**src/rtl/intc_pkg.sv**
```systemverilog
package intc_pkg;
    localparam int BUS_W = 32;

    // source register field positions
    localparam int F_PRIO_LSB = 0;
    localparam int F_TGT      = 8;
    localparam int F_EN       = 9;
    localparam int F_POL      = 10;
    localparam int F_SWP      = 11;
    localparam int F_LIVE     = 16;
    localparam int F_CLR      = 25;
    localparam int F_WE_PRIO  = 26;
    localparam int F_WE_TGT   = 27;
    localparam int F_WE_EN    = 28;
    localparam int F_WE_POL   = 29;
    localparam int F_SET      = 30;

    // control register word addresses
    localparam int A_THR_IRQ  = 0;
    localparam int A_THR_FIQ  = 1;
    localparam int A_BASE_IRQ = 2;
    localparam int A_BASE_FIQ = 3;

    typedef enum logic {
        TGT_IRQ = 1'b0,
        TGT_FIQ = 1'b1
    } tgt_e;
endpackage

```
**src/rtl/intc_src_slot.sv**
```systemverilog
module intc_src_slot #(
    parameter int PRIO_W = 4
) (
    input  logic              clk,
    input  logic              rst_n,
    input  logic              wr_en,
    input  logic              we_prio,
    input  logic              we_tgt,
    input  logic              we_en,
    input  logic              we_pol,
    input  logic              sw_set,
    input  logic              sw_clr,
    input  logic [PRIO_W-1:0] new_prio,
    input  logic              new_tgt,
    input  logic              new_en,
    input  logic              new_pol,
    input  logic              raw_in,
    output logic [PRIO_W-1:0] prio_o,
    output logic              tgt_o,
    output logic              en_o,
    output logic              pol_o,
    output logic              swp_o,
    output logic              live_o,
    output logic              active_o
);
    typedef struct packed {
        logic [PRIO_W-1:0] prio;
        logic              tgt;
        logic              en;
        logic              pol;
        logic              swp;
    } slot_t;

    slot_t st_d, st_q;

    always_comb begin
        st_d = st_q;
        if (wr_en) begin
            if (we_prio) st_d.prio = new_prio;
            if (we_tgt)  st_d.tgt  = new_tgt;
            if (we_en)   st_d.en   = new_en;
            if (we_pol)  st_d.pol  = new_pol;
            if (sw_set)  st_d.swp  = 1'b1;
            if (sw_clr)  st_d.swp  = 1'b0;   // clear dominates set
        end
    end

    always_ff @(posedge clk) begin
        if (!rst_n) st_q <= '0;
        else        st_q <= st_d;
    end

    assign prio_o   = st_q.prio;
    assign tgt_o    = st_q.tgt;
    assign en_o     = st_q.en;
    assign pol_o    = st_q.pol;
    assign swp_o    = st_q.swp;
    assign live_o   = (raw_in ^ st_q.pol) | st_q.swp;
    assign active_o = st_q.en & live_o;
endmodule

```
**src/rtl/intc_arbiter.sv**
```systemverilog
module intc_arbiter
    import intc_pkg::*;
#(
    parameter int NUM_SRC = 16,
    parameter int PRIO_W  = 4,
    parameter bit TARGET  = 1'b0
) (
    input  logic [NUM_SRC-1:0]             active,
    input  logic [NUM_SRC-1:0]             tgt,
    input  logic [NUM_SRC-1:0][PRIO_W-1:0] prio,
    input  logic [PRIO_W-1:0]              thr,
    input  logic [BUS_W-1:0]               base,
    output logic                           req,
    output logic [BUS_W-1:0]               vec
);
    localparam int IDX_W = $clog2(NUM_SRC + 1);

    logic [IDX_W-1:0]  best;
    logic [PRIO_W-1:0] best_p;

    // ascending scan with strict compare keeps the lowest slot on ties
    always_comb begin
        best   = '0;
        best_p = '0;
        for (int k = 0; k < NUM_SRC; k++) begin
            if (active[k] && (tgt[k] == TARGET) && (prio[k] > thr) && (prio[k] > best_p)) begin
                best   = IDX_W'(k + 1);
                best_p = prio[k];
            end
        end
    end

    assign req = (best != '0);
    assign vec = base + (BUS_W'(best) << 3);
endmodule

```
**src/rtl/intc_top.sv**
```systemverilog
module intc_top
    import intc_pkg::*;
#(
    parameter int NUM_SRC = 16,
    parameter int PRIO_W  = 4,
    parameter int ADDR_W  = 6
) (
    input  logic               clk,
    input  logic               rst_n,
    input  logic               bus_sel,
    input  logic               bus_we,
    input  logic [ADDR_W-1:0]  bus_addr,
    input  logic [BUS_W-1:0]   bus_wdata,
    output logic [BUS_W-1:0]   bus_rdata,
    input  logic [NUM_SRC-1:0] src_in,
    output logic               irq_req,
    output logic [BUS_W-1:0]   irq_vec,
    output logic               fiq_req,
    output logic [BUS_W-1:0]   fiq_vec
);
    localparam int REQ_BASE = 2 ** (ADDR_W - 1);

    typedef struct packed {
        logic [1:0][PRIO_W-1:0] thr;
        logic [1:0][BUS_W-1:0]  base;
    } ctl_t;

    ctl_t ctl_d, ctl_q;

    logic                           wr_cyc;
    logic [1:0][PRIO_W-1:0]         thr_v;
    logic [1:0][BUS_W-1:0]          base_v;
    logic [NUM_SRC-1:0][PRIO_W-1:0] s_prio;
    logic [NUM_SRC-1:0]             s_tgt, s_en, s_pol, s_swp, s_live, s_act;
    logic [1:0]                     arb_req;
    logic [1:0][BUS_W-1:0]          arb_vec;

    assign wr_cyc = bus_sel && bus_we;

    always_comb begin
        ctl_d = ctl_q;
        if (wr_cyc) begin
            case (bus_addr)
                ADDR_W'(A_THR_IRQ):  ctl_d.thr[0]  = bus_wdata[PRIO_W-1:0];
                ADDR_W'(A_THR_FIQ):  ctl_d.thr[1]  = bus_wdata[PRIO_W-1:0];
                ADDR_W'(A_BASE_IRQ): ctl_d.base[0] = bus_wdata;
                ADDR_W'(A_BASE_FIQ): ctl_d.base[1] = bus_wdata;
                default: ;
            endcase
        end
    end

    always_ff @(posedge clk) begin
        if (!rst_n) ctl_q <= '0;
        else        ctl_q <= ctl_d;
    end

    assign thr_v  = ctl_q.thr;
    assign base_v = ctl_q.base;

    // slot k+1 holds source k; slot 0 has no storage
    for (genvar k = 0; k < NUM_SRC; k++) begin : g_slot
        logic hit;
        assign hit = wr_cyc && (bus_addr == ADDR_W'(REQ_BASE + k + 1));

        intc_src_slot #(.PRIO_W(PRIO_W)) slot_i (
            .clk      (clk),
            .rst_n    (rst_n),
            .wr_en    (hit),
            .we_prio  (bus_wdata[F_WE_PRIO]),
            .we_tgt   (bus_wdata[F_WE_TGT]),
            .we_en    (bus_wdata[F_WE_EN]),
            .we_pol   (bus_wdata[F_WE_POL]),
            .sw_set   (bus_wdata[F_SET]),
            .sw_clr   (bus_wdata[F_CLR]),
            .new_prio (bus_wdata[F_PRIO_LSB +: PRIO_W]),
            .new_tgt  (bus_wdata[F_TGT]),
            .new_en   (bus_wdata[F_EN]),
            .new_pol  (bus_wdata[F_POL]),
            .raw_in   (src_in[k]),
            .prio_o   (s_prio[k]),
            .tgt_o    (s_tgt[k]),
            .en_o     (s_en[k]),
            .pol_o    (s_pol[k]),
            .swp_o    (s_swp[k]),
            .live_o   (s_live[k]),
            .active_o (s_act[k])
        );
    end

    for (genvar t = 0; t < 2; t++) begin : g_arb
        intc_arbiter #(
            .NUM_SRC (NUM_SRC),
            .PRIO_W  (PRIO_W),
            .TARGET  (t == 1)
        ) arb_i (
            .active (s_act),
            .tgt    (s_tgt),
            .prio   (s_prio),
            .thr    (thr_v[t]),
            .base   (base_v[t]),
            .req    (arb_req[t]),
            .vec    (arb_vec[t])
        );
    end

    assign irq_req = arb_req[TGT_IRQ];
    assign irq_vec = arb_vec[TGT_IRQ];
    assign fiq_req = arb_req[TGT_FIQ];
    assign fiq_vec = arb_vec[TGT_FIQ];

    always_comb begin
        bus_rdata = '0;
        if (bus_sel && !bus_we) begin
            case (bus_addr)
                ADDR_W'(A_THR_IRQ):  bus_rdata[PRIO_W-1:0] = thr_v[0];
                ADDR_W'(A_THR_FIQ):  bus_rdata[PRIO_W-1:0] = thr_v[1];
                ADDR_W'(A_BASE_IRQ): bus_rdata = base_v[0];
                ADDR_W'(A_BASE_FIQ): bus_rdata = base_v[1];
                default: ;
            endcase
            for (int k = 0; k < NUM_SRC; k++) begin
                if (bus_addr == ADDR_W'(REQ_BASE + k + 1)) begin
                    bus_rdata[F_PRIO_LSB +: PRIO_W] = s_prio[k];
                    bus_rdata[F_TGT]  = s_tgt[k];
                    bus_rdata[F_EN]   = s_en[k];
                    bus_rdata[F_POL]  = s_pol[k];
                    bus_rdata[F_SWP]  = s_swp[k];
                    bus_rdata[F_LIVE] = s_live[k];
                end
            end
        end
    end
endmodule

```
**config.mk**
```make
export PLATFORM = sky130hd
export DESIGN_NAME = intc_top
export DESIGN_NICKNAME = d
export VERILOG_FILES = /design/src/rtl/intc_pkg.sv /design/src/rtl/intc_src_slot.sv /design/src/rtl/intc_arbiter.sv /design/src/rtl/intc_top.sv
export SDC_FILE = /design/constraint.sdc
export NUM_CORES = 1
export LEC_CHECK = 0
export CORE_MARGIN = 10
export CORE_UTILIZATION = 30
export DETAILED_ROUTE_END_ITERATION = 10
export PLACE_DENSITY = 0.5
export SETUP_SLACK_MARGIN = 0.5
export SLEW_MARGIN = 20
export SYNTH_ARGS = -nofsm -noshare
export SYNTH_HDL_FRONTEND = slang
export SYNTH_SLANG_ARGS = --single-unit
```
**constraint.sdc**
```tcl
create_clock -name clk -period 49.2 [get_ports clk]
set_input_delay 4.92 -clock clk [delete_from_list [all_inputs] [get_ports clk]]
set_output_delay 4.92 -clock clk [all_outputs]
set_load 0.05 [all_outputs]
```
### Word-level counts from Yosys, hierarchy flattened

Index checks and enable logic that the tools add are counted.

* input port bits: 58
* bits in registers: 200
* word-level logic and storage cells: 550

* mux-type cells: 115
* bitwise gates (word level): 64
* add/sub/neg operators: 2
* reduce and logical (&&, ||, !) cells: 203
* $lt $le $gt $ge: 63
* equality and inequality tests: 19

Operators with widths (number)
* > comparator 4 bit: 62
* 2-to-1 mux 4 bit: 62
* AND reduction 2 bit: 84
* 2-to-1 mux 5 bit: 30
* logical AND 1 bit: 114
* == test 6 bit (second input constant): 16
* adder 32 x 8 -> 32 bit: 2
* case mux 28 bit (2 select lines): 1
* 2-to-1 mux 32 bit: 1
* 2-to-1 mux 1 bit: 20
* bitwise AND 1 bit: 16
* NOT 1 bit: 16
* OR 1 bit: 16
* case mux 4 bit (4 select lines): 1
* XOR 1 bit: 16
* == test 6 x 2 -> 1 bit (second input constant): 2
* nonzero test 5 bit: 2
* == test 6 x 1 -> 1 bit (second input constant): 1
* zero test 6 bit: 1
* > comparator 4 x 1 -> 1 bit (second input constant): 1
* nonzero test 2 bit: 1
* zero test 1 bit: 1

### Longest topological paths before layout

* depth in word-level cells: 53
* depth in mapped cells: 146
* depth with buffers taken out: 141

### Hierarchy

Synthesis repeated with hierarchy kept, for this count alone.

* cell total of the unflattened synthesis: 2650
* area total of the unflattened synthesis: 21067.7 µm²

Modules (own cells, without submodules)
* intc_src_slot: cells each 39, instances 16, area an instance 370.4 µm², seq. area each 160.2 µm²
* intc_arbiter (g_arb[0].arb_i): cells each 713, instances 1, area an instance 5217.5 µm², seq. area each 0.0 µm²
* intc_top: cells each 649, instances 1, area an instance 4988.5 µm², seq. area each 1441.4 µm²
* intc_arbiter (g_arb[1].arb_i): cells each 664, instances 1, area an instance 4936.0 µm², seq. area each 0.0 µm²

### Least setup slack after synthesis

No wires, ideal clock.

* path type: input port to output port
* start point: input port src_in[0]
* end point: output port fiq_vec[28]
* required time: 44.280 ns
* setup slack: 13.539 ns
* data arrival time: 30.741 ns
* cell stages on the path: 120
* path through: xnor2_1 -> a21o_1 -> a211oi_1 -> nand2_1 -> ha_1 -> nor2b_1 -> o211ai_1 -> a22oi_1 -> nand2_1 -> a31oi_1 -> ha_1 -> nand4_1 -> nand3_1 -> a211oi_1 -> nand2_1 -> a21oi_1 -> inv_1 -> ha_1 -> [84 not listed] -> inv_1 -> a41oi_1 -> a21bo_1 -> ha_1 -> a41o_1 -> nor3_1 -> inv_1 -> o31a_1 -> ha_1 -> a21o_1 -> a21oi_1 -> o21bai_1 -> a21oi_1 -> nor3_1 -> and4_1 -> nor2b_1 -> nand3_1 -> xnor2_1

* longest elaborated chain between the ends: 53
* elaborated cells on any way between the ends: 68
* those cells by class: add/sub: 1; order compare: 15; mux: 31; bitwise: 3; reduce/logical: 18

Ends and longest elaborated chain
* from (decl): line intc_top.sv:15 `input logic [NUM_SRC-1:0] src_in,`
* XOR 1 bit (*): line intc_src_slot.sv:58 `assign live_o = (raw_in ^ st_q.pol) | st_q.swp;`
* OR 1 bit (*): line intc_src_slot.sv:58
* bitwise AND 1 bit (*): line intc_src_slot.sv:59 `assign active_o = st_q.en & live_o;`
* logical AND 1 bit (*) (3 in a row): line intc_arbiter.sv:26 `if (active[k] && (tgt[k] == TARGET) && (prio[k] > thr) && (prio[k] > best_p)) begin`
* 2-to-1 mux 4 bit: line intc_arbiter.sv:26
* > comparator 4 bit: line intc_arbiter.sv:26
* logical AND 1 bit: line intc_arbiter.sv:26
* 2-to-1 mux 4 bit: line intc_arbiter.sv:26
* [35 not listed]
* 2-to-1 mux 4 bit: line intc_arbiter.sv:26
* > comparator 4 bit: line intc_arbiter.sv:26
* logical AND 1 bit: line intc_arbiter.sv:26
* 2-to-1 mux 4 bit: line intc_arbiter.sv:26
* > comparator 4 bit: line intc_arbiter.sv:26
* logical AND 1 bit: line intc_arbiter.sv:26
* 2-to-1 mux 5 bit (*): line intc_arbiter.sv:26
* adder 32 x 8 -> 32 bit (*): line intc_arbiter.sv:34 `assign vec = base + (BUS_W'(best) << 3);`
* to (decl): line intc_top.sv:19 `output logic [BUS_W-1:0] fiq_vec`

Mark *: on every way between the ends. The rest lies on a longest branch, timed or not.

### Final worst setup path

* start point: input port src_in[0]
* end point: output port fiq_vec[29]

Same word-level chain as after synthesis.

==> results.sh <==
export IMPL_outcome="finished clean"
export IMPL_drv_cap=0
export IMPL_wire_per_inst_microns=23.12
export IMPL_initial_core_util_pct=30.35
export IMPL_crit_slowest_cell="o31ai_1"
export IMPL_fin_crit_sh_pct=82.98
export IMPL_die_y_microns=275.4
export IMPL_ir_drop_uv=23.14
export IMPL_wl_met1_microns=36060
export IMPL_synth_top_family_by_area="compound AO/OA/AOI/OAI gates"
export IMPL_cts_tree="built"
export IMPL_syn_avg_cell_area_sq_um=7.518
export IMPL_rsz0062_at_grt="no"
export IMPL_ys_warn_count=0
export IMPL_overflow=0
export IMPL_syn_nets=2898
export IMPL_drcViolationCount=0
export IMPL_pin_count=156
export IMPL_synthCells=2602
export IMPL_highest_layer="met5"
export IMPL_firstDrtPassIters=6
export IMPL_dp_cells=3513
export IMPL_clkTransAtPathRegs_ns=0.07
export IMPL_async_flop_share_pct=0
export IMPL_synth_area_mux_share_pct=3.742
export IMPL_power_density_nw_per_um2=14.66
export IMPL_cp_max_fo=9
export IMPL_slew_viol_final=0
export IMPL_endpoint_kind="primary output"
export IMPL_critPathTopFamily="compound AO/OA/AOI/OAI gates"
export IMPL_antenna_found_initial=10
export IMPL_synth_edff_count=0
export IMPL_cts_sinks=200
export IMPL_final_hold_viol_count=0
export IMPL_numPortBuffers=155
export IMPL_fin_nets=2973
export IMPL_post_cts_buffers=0
export IMPL_grt_usage_pct=21.13
export IMPL_leakage_nw=8.009
export IMPL_drive_gt1_share_pct=5.836
export IMPL_syn_to_final_growth_pct=14.93
export IMPL_root_buffer="clkbuf_16"
export IMPL_grt_pass1_vias=19600
export IMPL_synth_compound_area_share_pct=27.04
export IMPL_h_tree_depth=4
export IMPL_clock_latency_ns=0.46
export IMPL_dieArea_sq_um=75820
export IMPL_fin_tns_setup_ns=0
export IMPL_tightestPinTransition_ns=1.114
export IMPL_postRouteAntennaNets=0
export IMPL_cts_resized=0
export IMPL_crit_buf_inv=12
export IMPL_grt_max_degree=120
export IMPL_synth_ff_type="dfxtp_1"
export IMPL_synth_cell_type_count=103
export IMPL_drt_iter0_markers=1649
export IMPL_arrival_ns=35.91
export IMPL_fillCellCount=6817
export IMPL_period_needed_ns=40.83
export IMPL_dp_hpwl_microns=62410
export IMPL_maxSlewHeadroom_pct=25.48
export IMPL_numCtsBuffers=17
export IMPL_startpoint_type="primary input"
export IMPL_place_gp_congestion=0.9607
export IMPL_fin_cells=3549
export IMPL_fp_dieW_microns=275.4
export IMPL_crit_path_frequent_cell="ha_1"
export IMPL_wl_met2_microns=37770
export IMPL_critPathMaxStageDelay_ns=0.88
export IMPL_crit_type="primary input to primary output"
export IMPL_wl_microns=82050
export IMPL_fp_coreArea_sq_um=64460
export IMPL_hold_class="flip-flop to flip-flop"
export IMPL_skew_ns=0
export IMPL_dr_wl_met3_microns=5464
export IMPL_setup_viol=0
export IMPL_seq_area_frac_synth_pct=20.47
export IMPL_synth_xor_area_share_pct=3.575
export IMPL_syn_area_sq_um=19560
export IMPL_postCtsHoldBufs=0
export IMPL_placementRows=93
export IMPL_clock_fmax_mhz=24.49
export IMPL_ys_ff_latch=200
export IMPL_clock_path_buffers=2
export IMPL_routed_via_density=5.670
export IMPL_synth_simple_area_share_pct=24.68
export IMPL_via_count=20120
export IMPL_cp_required_ns=44.28
export IMPL_grt_first_pass_wirelength_microns=124000
export IMPL_yosys_area_share_adder_pct=15.55
cells in the mapped netlist (all sizes together) (20+ instances only):
library cell | number | area share, %
a22oi | 57 | 2.2
inv | 114 | 2.2
clkbuf | 115 | 2.2
nor2b | 55 | 1.8
mux2i | 33 | 1.7
xor2 | 29 | 1.3
a21oi | 124 | 3.2
a211oi | 20 | 1.0
dfxtp | 200 | 20
a31oi | 25 | 0.91
nand4 | 51 | 1.6
a21boi | 182 | 7.0
xnor2 | 50 | 2.3
mux2 | 26 | 1.6
nand2 | 465 | 8.9
and3 | 27 | 0.89
buf | 20 | 0.56
a21o | 23 | 0.88
o21ai | 108 | 2.8
ha | 236 | 15
o211ai | 30 | 1.2
nor3 | 33 | 0.84
nand3 | 172 | 4.4
nand2b | 41 | 1.3
nor2 | 138 | 2.6
cells in the final DEF (no fill, tap or decap), types with 13 or more instances in the layout:
cell type	n
nand3_1	171
a41o_1	14
mux2_2	20
inv_1	113
a21oi_1	120
o21ai_0	97
xnor2_1	49
buf_4	37
nand4_1	51
nor2b_1	55
o21a_1	17
clkbuf_16	17
a22oi_1	56
nor3_1	33
and2_1	15
dfxtp_1	200
nor2_1	138
a31oi_1	23
ha_1	236
o211ai_1	27
a21boi_0	180
nand2b_1	41
and3_1	26
xor2_1	29
a21o_1	23
a211oi_1	13
clkdlybuf4s50_1	152
mux2i_1	32
nand2_1	464
per-layer routing:
layer  vias to the layer above  global-route usage (%)
met2                       703                   34.91
met5                         -                       0
met1                      9686                   27.11
met3                       134                   4.016
met4                         8                   7.348
li1                       9591                       -
kinds of logic after synthesis:
kind of cell | Yosys count
AND/OR/NAND/NOR | 1040
AO/OA/AOI/OAI | 728
buffers and inverters | 249
adder cells (fa/ha/maj) | 243
flip-flops | 200
XOR/XNOR | 79
multiplexers | 63
area by class of cell:
| class | instances | area [sq um] | share of cell area [%] |
|---|---|---|---|
| sequential | 200 | 4004 | 17.81 |
| inverter | 114 | 427.9 | 1.903 |
| antenna | 4 | 10.01 | 0.04452 |
| multi-input combinational | 2153 | 14610 | 64.97 |
| timing repair buffer | 191 | 1809 | 8.047 |
| clock inverter | 13 | 122.6 | 0.5454 |
| clock buffer | 19 | 432.9 | 1.925 |
| tap | 855 | 1070 | 4.758 |
metrics by stage:
stage / power (W) / hold WS [ns] / worst slack (ns) / instance area, sq um / utilization [%]
after floorplan: 0.0001802 / 0.4496 / 13.54 / 19560 / -
after global placement: 0.0001926 / 0.4666 / 8.608 / 21910 / 33.99
after detailed placement: 0.0001928 / 0.4756 / 8.044 / 21910 / 33.99
after CTS: 0.0003313 / 0.4865 / 7.891 / 22470 / 34.85
after global routing: 0.0003396 / 0.5193 / 6.060 / 22470 / 34.86
final: 0.0003295 / 0.4859 / 8.372 / 22480 / 34.88
where the power goes:
part	internal, W	switching (W)	total [W]
clock network	0.0000706	0.0000697	0.000140
logic	0.00000948	0.0000173	0.0000268
registers	0.000162	0.000000517	0.000162
total	0.000242	0.0000875	0.000330
worst reg2reg max path, stage by stage (launching register included):
cell	delay (ns)
dfxtp_1	0.80
nand2_1	0.09
a21boi_0	0.19
sequential cells by signal, indices dropped and copies added, names as in the netlist:
name	count
g_slot.slot_i.tgt_o	16
g_slot.slot_i.en_o	16
g_slot.slot_i.swp_o	16
g_slot.slot_i.prio_o	64
ctl_q	8
base_v	64
g_slot.slot_i.pol_o	16
path summary, 6_finish.rpt:
check / start / end / slack, ns / depth (start not counted)
setup / recovery: src_in[0] / fiq_vec[29] / 8.37 / 125
setup reg to reg: g_slot[8].slot_i.prio_o[2]$_SDFFE_PN0P_ / g_slot[8].slot_i.prio_o[2]$_SDFFE_PN0P_ / 48.05 / 2
hold reg to reg: g_slot[14].slot_i.en_o$_SDFFE_PN0P_ / g_slot[14].slot_i.en_o$_SDFFE_PN0P_ / 0.49 / 2
hold / removal: g_slot[14].slot_i.en_o$_SDFFE_PN0P_ / g_slot[14].slot_i.en_o$_SDFFE_PN0P_ / 0.49 / 2
(Power assumes the default switching activity.)
